`config.mk`:
```
export PLATFORM = sky130hd
export DESIGN_NAME = tmr_cmd_ctrl
export DESIGN_NICKNAME = d
export VERILOG_FILES = /design/src/rtl/tmr_cmd_pkg.sv /design/src/rtl/tmr_vote.sv /design/src/rtl/tmr_cmd_flag.sv /design/src/rtl/tmr_cmd_copy.sv /design/src/rtl/tmr_cmd_ctrl.sv
export SDC_FILE = /design/constraint.sdc
export NUM_CORES = 1
export LEC_CHECK = 0
export BUFFER_PORTS_ARGS = -buffer_cell sky130_fd_sc_hd__buf_4
export CELL_PAD_IN_SITES_DETAIL_PLACEMENT = 1
export CELL_PAD_IN_SITES_GLOBAL_PLACEMENT = 1
export CORE_MARGIN = 5
export CORE_UTILIZATION = 45
export CTS_CLUSTER_DIAMETER = 40
export DETAILED_ROUTE_END_ITERATION = 8
export HOLD_SLACK_MARGIN = 0.06
export PLACE_DENSITY = 0.87
export SETUP_SLACK_MARGIN = 0.2
export SLEW_MARGIN = 20
export SYNTH_ARGS = -nofsm -noshare
export SYNTH_HDL_FRONTEND = slang
export SYNTH_SLANG_ARGS = --single-unit
```
`constraint.sdc`:
```
create_clock -name clk_i -period 2.3 [get_ports clk_i]
set_input_delay 0.345 -clock clk_i [delete_from_list [all_inputs] [get_ports clk_i]]
set_output_delay 0.345 -clock clk_i [all_outputs]
set_load 0.005 [all_outputs]
```
`src/rtl/tmr_cmd_pkg.sv`:
```
package tmr_cmd_pkg;
   localparam int         ST_W     = 3;
   localparam logic [2:0] ST_IDLE  = 3'd0;
   localparam logic [2:0] ST_HDR   = 3'd1;
   localparam logic [2:0] ST_OPC   = 3'd2;
   localparam logic [2:0] ST_ADR   = 3'd3;
   localparam logic [2:0] ST_DAT   = 3'd4;
   localparam logic [2:0] ST_EXE   = 3'd5;

   localparam int         HDR_LEN  = 5;
   localparam int         OPC_LEN  = 4;
   localparam int         ADR_LEN  = 4;
   localparam logic [4:0] HDR_CODE = 5'b11101;

   localparam logic [3:0] OP_WRITE = 4'h1;
   localparam logic [3:0] OP_STEP  = 4'h2;
   localparam logic [3:0] OP_CLEAR = 4'h3;

   localparam int         CNT_W    = 5;
endpackage

```
`src/rtl/tmr_vote.sv`:
```
module tmr_vote #(
   parameter int W = 8
) (
   input  logic [W-1:0] a_i,
   input  logic [W-1:0] b_i,
   input  logic [W-1:0] c_i,
   output logic [W-1:0] y_o
);
   for (genvar k = 0; k < W; k++) begin : g_bit
      assign y_o[k] = (a_i[k] & b_i[k]) | (a_i[k] & c_i[k]) | (b_i[k] & c_i[k]);
   end
endmodule

```
`src/rtl/tmr_cmd_flag.sv`:
```
module tmr_cmd_flag #(
   parameter int W = 8
) (
   input  logic         clk_i,
   input  logic         rst_ni,
   input  logic         rd_i,
   input  logic [W-1:0] a_i,
   input  logic [W-1:0] b_i,
   input  logic [W-1:0] c_i,
   output logic         flag_o
);
   logic differ;
   logic flag_q;

   assign differ = |((a_i ^ b_i) | (a_i ^ c_i));

   always_ff @(posedge clk_i or negedge rst_ni) begin
      if (!rst_ni)   flag_q <= 1'b0;
      else if (rd_i) flag_q <= differ;
      else           flag_q <= flag_q | differ;
   end

   assign flag_o = flag_q;

   a_r8_set_on_differ: assert property (@(posedge clk_i) disable iff (!rst_ni)
      differ |=> flag_o);
   a_r8_sticky: assert property (@(posedge clk_i) disable iff (!rst_ni)
      (flag_o && !rd_i) |=> flag_o);
   a_r9_read_clears: assert property (@(posedge clk_i) disable iff (!rst_ni)
      (rd_i && !differ) |=> !flag_o);
endmodule

```
`src/rtl/tmr_cmd_copy.sv`:
```
module tmr_cmd_copy
   import tmr_cmd_pkg::*;
#(
   parameter int NREG = 4,
   parameter int DW   = 16,
   parameter int AW   = 6,
   parameter int TW   = 3
) (
   input  logic              clk_i,
   input  logic              rst_ni,
   input  logic              frame_i,
   input  logic              sdat_i,
   input  logic              inj_i,
   input  logic [TW-1:0]     inj_tgt_i,
   input  logic [DW-1:0]     inj_mask_i,
   output logic [NREG*DW-1:0] regs_o,
   output logic [AW-1:0]     addr_o,
   output logic [ST_W-1:0]   st_o
);
   localparam logic [TW-1:0] TGT_CNT = TW'(NREG);
   localparam logic [TW-1:0] TGT_ST  = TW'(NREG + 1);

   logic [ST_W-1:0]  st_q, st_d;
   logic [CNT_W-1:0] cnt_q, cnt_d, last_idx;
   logic [DW-1:0]    sh_q, sh_d, sh_nx;
   logic [3:0]       op_q, op_d, ad_q, ad_d;
   logic             frm_q;
   logic [AW-1:0]    addr_q, addr_d;
   logic [DW-1:0]    reg_q [NREG];
   logic [DW-1:0]    reg_d [NREG];
   logic             last;

   assign sh_nx = {sh_q[DW-2:0], sdat_i};

   always_comb begin
      case (st_q)
         ST_HDR:  last_idx = CNT_W'(HDR_LEN - 1);
         ST_OPC:  last_idx = CNT_W'(OPC_LEN - 1);
         ST_ADR:  last_idx = CNT_W'(ADR_LEN - 1);
         ST_DAT:  last_idx = CNT_W'(DW - 1);
         default: last_idx = '0;
      endcase
   end
   assign last = (cnt_q == last_idx);

   always_comb begin
      st_d   = st_q;
      cnt_d  = cnt_q;
      sh_d   = sh_q;
      op_d   = op_q;
      ad_d   = ad_q;
      addr_d = addr_q;
      for (int r = 0; r < NREG; r++) reg_d[r] = reg_q[r];
      case (st_q)
         ST_IDLE: begin
            if (frame_i && !frm_q) begin
               st_d  = ST_HDR;
               cnt_d = CNT_W'(1);
               sh_d  = sh_nx;
            end
         end
         ST_HDR, ST_OPC, ST_ADR, ST_DAT: begin
            if (!frame_i) begin
               st_d = ST_IDLE;
            end else begin
               sh_d  = sh_nx;
               cnt_d = cnt_q + CNT_W'(1);
               if (last) begin
                  cnt_d = '0;
                  case (st_q)
                     ST_HDR:  st_d = (sh_nx[4:0] == HDR_CODE) ? ST_OPC : ST_IDLE;
                     ST_OPC:  begin op_d = sh_nx[3:0]; st_d = ST_ADR; end
                     ST_ADR:  begin
                        ad_d = sh_nx[3:0];
                        st_d = (op_q == OP_WRITE) ? ST_DAT : ST_EXE;
                     end
                     default: st_d = ST_EXE;
                  endcase
               end
            end
         end
         ST_EXE: begin
            st_d = ST_IDLE;
            case (op_q)
               OP_WRITE: for (int r = 0; r < NREG; r++)
                            if (ad_q == 4'(r)) reg_d[r] = sh_q;
               OP_STEP:  addr_d = addr_q + AW'(1);
               OP_CLEAR: addr_d = '0;
               default:  ;
            endcase
         end
         default: st_d = ST_IDLE;
      endcase
   end

   always_ff @(posedge clk_i or negedge rst_ni) begin
      if (!rst_ni) begin
         st_q   <= ST_IDLE;
         cnt_q  <= '0;
         sh_q   <= '0;
         op_q   <= '0;
         ad_q   <= '0;
         frm_q  <= 1'b0;
         addr_q <= '0;
      end else begin
         st_q   <= st_d ^ ((inj_i && inj_tgt_i == TGT_ST) ? inj_mask_i[ST_W-1:0] : '0);
         addr_q <= addr_d ^ ((inj_i && inj_tgt_i == TGT_CNT) ? inj_mask_i[AW-1:0] : '0);
         cnt_q  <= cnt_d;
         sh_q   <= sh_d;
         op_q   <= op_d;
         ad_q   <= ad_d;
         frm_q  <= frame_i;
      end
   end

   for (genvar g = 0; g < NREG; g++) begin : g_reg
      always_ff @(posedge clk_i or negedge rst_ni) begin
         if (!rst_ni) reg_q[g] <= '0;
         else         reg_q[g] <= reg_d[g] ^ ((inj_i && inj_tgt_i == TW'(g)) ? inj_mask_i : '0);
      end
      assign regs_o[g*DW +: DW] = reg_q[g];
   end

   assign addr_o = addr_q;
   assign st_o   = st_q;

   a_r7_unused_to_idle: assert property (@(posedge clk_i) disable iff (!rst_ni)
      (st_q > ST_EXE && !inj_i) |=> (st_q == ST_IDLE));
   a_r5_drop_aborts: assert property (@(posedge clk_i) disable iff (!rst_ni)
      (st_q >= ST_HDR && st_q <= ST_DAT && !frame_i && !inj_i) |=> (st_q == ST_IDLE));
   a_r3_step_adds_one: assert property (@(posedge clk_i) disable iff (!rst_ni)
      (st_q == ST_EXE && op_q == OP_STEP && !inj_i) |=> (addr_q == $past(addr_q) + AW'(1)));
   a_r3_clear_zero: assert property (@(posedge clk_i) disable iff (!rst_ni)
      (st_q == ST_EXE && op_q == OP_CLEAR && !inj_i) |=> (addr_q == '0));
endmodule

```
`src/rtl/tmr_cmd_ctrl.sv`:
```
module tmr_cmd_ctrl
   import tmr_cmd_pkg::*;
#(
   parameter int NREG = 4,
   parameter int DW   = 16,
   parameter int AW   = 6,
   parameter int TW   = $clog2(NREG + 2)
) (
   input  logic               clk_i,
   input  logic               rst_ni,
   input  logic               frame_i,
   input  logic               sdat_i,
   input  logic               flag_rd_i,
   input  logic               upset_en_i,
   input  logic [2:0]         upset_copy_i,
   input  logic [TW-1:0]      upset_tgt_i,
   input  logic [DW-1:0]      upset_mask_i,
   output logic [NREG*DW-1:0] ctrl_o,
   output logic [AW-1:0]      wr_addr_o,
   output logic               busy_o,
   output logic               mismatch_o
);
   localparam int RW = NREG * DW;
   localparam int VW = RW + AW + ST_W;

   if (DW < HDR_LEN || DW > 16) begin : g_bad_dw
      $error("tmr_cmd_ctrl: DW must lie in 5..16");
   end
   if (NREG < 1 || NREG > 16) begin : g_bad_nreg
      $error("tmr_cmd_ctrl: NREG must lie in 1..16");
   end
   if (AW < 1 || AW > DW) begin : g_bad_aw
      $error("tmr_cmd_ctrl: AW must lie in 1..DW");
   end
   if (TW < $clog2(NREG + 2)) begin : g_bad_tw
      $error("tmr_cmd_ctrl: TW too narrow for the upset targets");
   end

   logic [VW-1:0]   word [3];
   logic [VW-1:0]   voted;
   logic [ST_W-1:0] st_v;

   for (genvar i = 0; i < 3; i++) begin : g_copy
      logic [RW-1:0]   regs;
      logic [AW-1:0]   addr;
      logic [ST_W-1:0] st;
      tmr_cmd_copy #(.NREG(NREG), .DW(DW), .AW(AW), .TW(TW)) u_copy (
         .clk_i      (clk_i),
         .rst_ni     (rst_ni),
         .frame_i    (frame_i),
         .sdat_i     (sdat_i),
         .inj_i      (upset_en_i & upset_copy_i[i]),
         .inj_tgt_i  (upset_tgt_i),
         .inj_mask_i (upset_mask_i),
         .regs_o     (regs),
         .addr_o     (addr),
         .st_o       (st)
      );
      assign word[i] = {st, addr, regs};
   end

   tmr_vote #(.W(VW)) u_vote (
      .a_i (word[0]),
      .b_i (word[1]),
      .c_i (word[2]),
      .y_o (voted)
   );

   tmr_cmd_flag #(.W(VW)) u_flag (
      .clk_i  (clk_i),
      .rst_ni (rst_ni),
      .rd_i   (flag_rd_i),
      .a_i    (word[0]),
      .b_i    (word[1]),
      .c_i    (word[2]),
      .flag_o (mismatch_o)
   );

   assign ctrl_o    = voted[RW-1:0];
   assign wr_addr_o = voted[RW +: AW];
   assign st_v      = voted[VW-1 -: ST_W];
   assign busy_o    = (st_v != ST_IDLE);

   a_r1_single_copy_masked: assert property (@(posedge clk_i) disable iff (!rst_ni)
      (word[0] == word[1] && word[1] != word[2]) |-> (ctrl_o == word[0][RW-1:0]));
   a_r8_unanimous_no_new_flag: assert property (@(posedge clk_i) disable iff (!rst_ni)
      (!mismatch_o && word[0] == word[1] && word[1] == word[2]) |=> !mismatch_o);
endmodule

```
# Yosys cells after proc, flatten, opt, wreduce, memory -nomap -nowiden
# Index checks and enable logic that the tools add are counted.
# Widths: inputs -> output; s select.
totals:
  ff_bits: 308
  latch_bits: 0
  ram_bits: 0
  romBits: 0
  input_bits: 28
  out_inout_bits: 72
  wordCells: 611
  n_memories: 0
classes:
  n_addsub: 6
  multipliers: 0
  div_mod_pow: 0
  order_cmp: 0
  n_eq_ne: 50
  shifts: 0
  mux: 86
  bitwise_logic: 390
  n_reduce_logical: 47
op_table:
  columns: ["op", "n"]
  rows:
  - ["$mux 16", 30]
  - ["$mux 64", 6]
  - ["$and 1x1->1", 222]
  - ["$xor 16x16->16", 12]
  - ["$or 1x1->1", 147]
  - ["$xor 73x73->73", 2]
  - ["$pmux 16 s2", 3]
  - ["$or 73x73->73", 1]
  - ["$reduce_or 73->1", 1]
  - ["$eq 4x2->1 const B", 12]
  - ["$mux 3", 12]
  - ["$mux 6", 6]
  - ["$pmux 4 s3", 3]
  - ["$pmux 6 s2", 3]
  - ["$mux 5", 7]
  - ["$pmux 5 s2", 3]
  - ["$pmux 3 s3", 3]
  - ["$eq 3x2->1 const B", 8]
  - ["$eq 3x3->1 const B", 8]
  - ["$eq 4x1->1 const B", 6]
  - ["$reduce_and 4->1", 6]
  - ["$logic_and 1x1->1", 19]
  - ["$add 6x1->6 const B", 3]
  - ["$pmux 3 s2", 3]
  - ["other kinds (18)", 53]

# Logic depth before layout (Yosys ltp)
logic_depth:
  depth_word: 8
  mapped_depth: 8
  ltp_nobuf: 6

# By module
# A second synthesis with hierarchy kept.
unflattened:
  cells_unflattened: 1772
  hier_area_um2: 18205.0
by_module_without_submodules:
  columns: ["module", "n_inst", "cells_each", "area_each_um2", "seq_area_each_um2"]
  rows:
  - ["tmr_cmd_copy (g_copy[1].u_copy ...)", 2, 502, 5336.4, 2577.5]
  - ["tmr_cmd_copy (g_copy[0].u_copy)", 1, 474, 5328.9, 2577.5]
  - ["tmr_cmd_flag", 1, 217, 1356.3, 25.0]
  - ["tmr_vote", 1, 73, 822.0, 0.0]
  - ["tmr_cmd_ctrl", 1, 4, 25.0, 0.0]

# Least setup slack after synthesis
# Ideal clock, no wire load.
synth_path:
  kind: "flip-flop to flip-flop"
  start: "register g_copy[2].u_copy.op_q[1]"
  end: "register g_copy[2].u_copy.reg_q (netlist bit g_copy[2].u_copy.regs_o[0])"
  setup_ps: 79
  t_arrival_ps: 2299
  required_ps: 2221
  setup_slack_ps: -78
  stages_incl_launch_ff: 7
  path_buffers: 1
  synth_period_minus_slack_ps: 2378
  cell_sequence: "dfrtp_1 or4b_4 or4_4 nor3_4 buf_12 mux2i_1 xor2_1"
synth_via:
  elab_chain_cells: 4
synth_rtl:
  columns: ["element", "line_no", "source"]
  rows:
  - ["start, declared", "tmr_cmd_copy.sv:26", "logic [3:0] op_q, op_d, ad_q, ad_d;"]
  - ["start signal, assigned", "tmr_cmd_copy.sv:110", "op_q <= op_d;"]
  - ["$eq 4x1->1", "tmr_cmd_copy.sv:84", "case (op_q)"]
  - ["$mux 64", "tmr_cmd_copy.sv:84", null]
  - ["$mux 64", "tmr_cmd_copy.sv:54", "case (st_q)"]
  - ["$xor 16x16->16", "tmr_cmd_copy.sv:119", "else reg_q[g] <= reg_d[g] ^ ((inj_i && inj_tgt_i == TW'(g)) ? inj_mask_i : '0);"]
  - ["end signal, assigned by index", "tmr_cmd_copy.sv:119", null]
  - ["end, declared", "tmr_cmd_copy.sv:29", "logic [DW-1:0] reg_q [NREG];"]
# Every way passes these cells.
# A chain may end at the register's enable or synchronous reset.

# Worst setup path after layout
layout_path:
  start: "register g_copy[2].u_copy.op_q[2]"
  end: "register g_copy[2].u_copy.reg_q (netlist bit g_copy[2].u_copy.regs_o[9])"
# The elaborated chain is that of the path after synthesis.

==> results.ini <==
[run_status]
status=finished with violations
violations=setup timing

[detailed_routing]
vias=18500
drcViolationCount=0
ant_nets=0
viasPerCell=7.14
drt_iter0_drc=2394
wirelength_mm=105
firstDrtPassIters=6
avgRoutedWirePerCell_um=40.7

[setup_path]
rr_worst_depth=6
startpoint=g_copy[2].u_copy.op_q[2]$_DFFE_PN0P_
timing.rr.end=g_copy[2].u_copy.regs_o[9]$_DFF_PN0_
critPathArrivalTime_ns=3.27
crit_fanout=16
path_class=register to register
r2r-start=g_copy[2].u_copy.op_q[2]$_DFFE_PN0P_
rrSetupSlack_ns=-0.54
cp-start-kind=register
critPathRequiredTime_ns=2.73
end_kind=register
crit_end=g_copy[2].u_copy.regs_o[9]$_DFF_PN0_

[clocking]
cts_sinks=308
tritoncts=done
numCtsBuffers=50
clockRootBuffer=clkbuf_16
cts.path.max_buffers=3
path_clk_slew_ns=0.06
clock_latency_ns=0.61
htreeDepth=2

[logic_synthesis]
synth_area_um2=18300
synthArstFlopShare_pct=100
syn_inst=1752
syn_nets=1932
ys_seq_area_share_pct=42.0
ys_seq_elements=308
yosys_warnings=0
synth_edf_count=0
avgSynthCellArea_um2=10.5
synth_cell_types=67
synthFlopType=dfrtp_1

[global_route]
antenna_found_initial=0
grt_usage_pct=38.1
grt_overflow=0
grt_max_degree=67
grt_pass1_wl_mm=127
grt_pass1_vias=19300

[layout]
final_common_cell=nand2_1
multiInputGateArea_um2=12600
drive_above_1_share_pct=35.9
seq_area_um2=7740
nFillCells=4002
final_core_util_pct=63.6
nets=2196
diodes=0
final_cells=2589
stdcell_area_um2=25800
layout.cells.most_common_list=nand2_1 (345), dfrtp_1 (285), buf_4 (208), xor2_1 (197), ha_1 (135)
areaGrowthSynthToFinish_pct=40.7

[sta]
skew_ns=0.0445
hold_viol=0
tightest_slew_ns=0.798
rsz0062_at_grt=true
setup_viol=190
maxSlewViolCount=0
setup_ws_ns=-0.544
relSlewSlack_pct=46.3
finalCriticalPeriod_ns=2.84
setup_tns_ns=-35.94
final.period_utilization_pct=124
max_freq_ghz=0.352

[power]
p_leak_uw=0.0106
power_density_nw_per_um2=1470
irDropWorstVdd_v=0.00104

[floorplan]
die-area_um2=44900
pin_count=100
die_h_um=212
core_um2=40600
start_util_pct=45.2
num_rows=74
chipWidth_um=212

[place]
place.gp.congestion=0.860
dp_hpwl_mm=45.0
dp.cells=2379
io_buffers=99
dpl_worst_slack_ns=-0.162
dpl_cell_area_um2=20300

[job]
max-cap-violations=0

[min_path]
hold_path_class=input pin to register

## cell usage after synthesis, types with 23 or more instances
master / number / area share [%]
nor4_1: 42 / 1.4
dfrtp_1: 308 / 42
o21ai_0: 29 / 0.79
nand3_1: 23 / 0.63
nor2_1: 52 / 1.1
mux2_2: 41 / 2.5
a211o_1: 71 / 3.4
nand2_1: 348 / 7.1
ha_1: 152 / 10
mux2i_1: 196 / 11
xor2_1: 210 / 10
clkbuf_1: 58 / 1.2
## critical path, stage by stage, from the launching register on
cell     delay [ns]
dfrtp_1        0.44
or4b_4         0.53
or4_4          0.56
nor3_4         0.19
buf_12         0.23
mux2i_1        0.56
xor2_1         0.16
## layer usage
metal,wire (um),GRT usage (%),up-vias
li1,-,-,6698
met5,0,0,-
met2,46800,62.1,1812
met1,33100,41.8,9109
met4,12500,30.2,0
met3,12900,10.3,865
## logic make-up after synthesis
family | after synthesis | share of synthesized area [%]
and+or+nand+nor | 583 | 14.9
DFF | 308 | 42.0
muxes | 237 | 13.2
xor gates and xnor gates | 227 | 10.8
AOI/OAI and AO/OA | 154 | 6.28
adders and majority gates | 152 | 10.4
buffers and inverters | 91 | 2.39
## power breakdown
group | internal (uW) | switching (uW)
sequential | 7660 | 4510
clock | 5200 | 3430
combinational | 7870 | 9190
## how the worst min path moves through the flow
stage | startpoint | endpoint | slack [ns] | cells past startpoint
after floorplan | rst_ni | g_copy[0].u_copy.ad_q[0]$_DFFE_PN0P_ | 0.05 | 0
after global placement | rst_ni | g_copy[0].u_copy.ad_q[0]$_DFFE_PN0P_ | 0.32 | 1
after detailed placement | rst_ni | g_copy[0].u_copy.ad_q[1]$_DFFE_PN0P_ | 0.33 | 1
after CTS | upset_mask_i[6] | g_copy[2].u_copy.regs_o[6]$_DFF_PN0_ | 0.09 | 3
after global routing | upset_mask_i[7] | g_copy[1].u_copy.regs_o[39]$_DFF_PN0_ | 0.12 | 3
final | upset_mask_i[7] | g_copy[1].u_copy.regs_o[7]$_DFF_PN0_ | 0.11 | 3
## final cells by class
class / instances / area share, %
clock buffers: 62 / 5.34
clock inverters: 31 / 1.60
well taps: 532 / 2.58
repair buffers: 295 / 11.5
flip-flops and latches: 308 / 30.0
multi-input cells: 1355 / 49.0
inverters: 6 / 0.0970
## flip-flops by register name, indices dropped and copies added, names as in the netlist
| signal | cells |
|---|---|
| g_copy.u_copy.ad_q | 12 |
| g_copy.u_copy.addr_o | 18 |
| g_copy.u_copy.cnt_q | 15 |
| g_copy.u_copy.frm_q | 1 |
| g_copy.u_copy.op_q | 12 |
| g_copy.u_copy.regs_o | 192 |
| g_copy.u_copy.sh_q | 48 |
| g_copy.u_copy.st_o | 9 |
| u_flag.flag_o | 1 |
## stage by stage
stage	power (uW)	hold slack, ns
floorplan	15800	0.0494
global placement	20500	0.321
detailed placement	21600	0.327
CTS	31900	0.0875
global route	38300	0.119
finish	37900	0.109
## timing repair
action,in CTS,in global routing
setup endpoints to repair,247,308
cloned,6,6
gates resized for setup,212,328
pin swaps,93,139
hold endpoints to repair,46,0
buffers inserted,55,48
hold buffers,2,0
(Power assumes the default switching activity.)
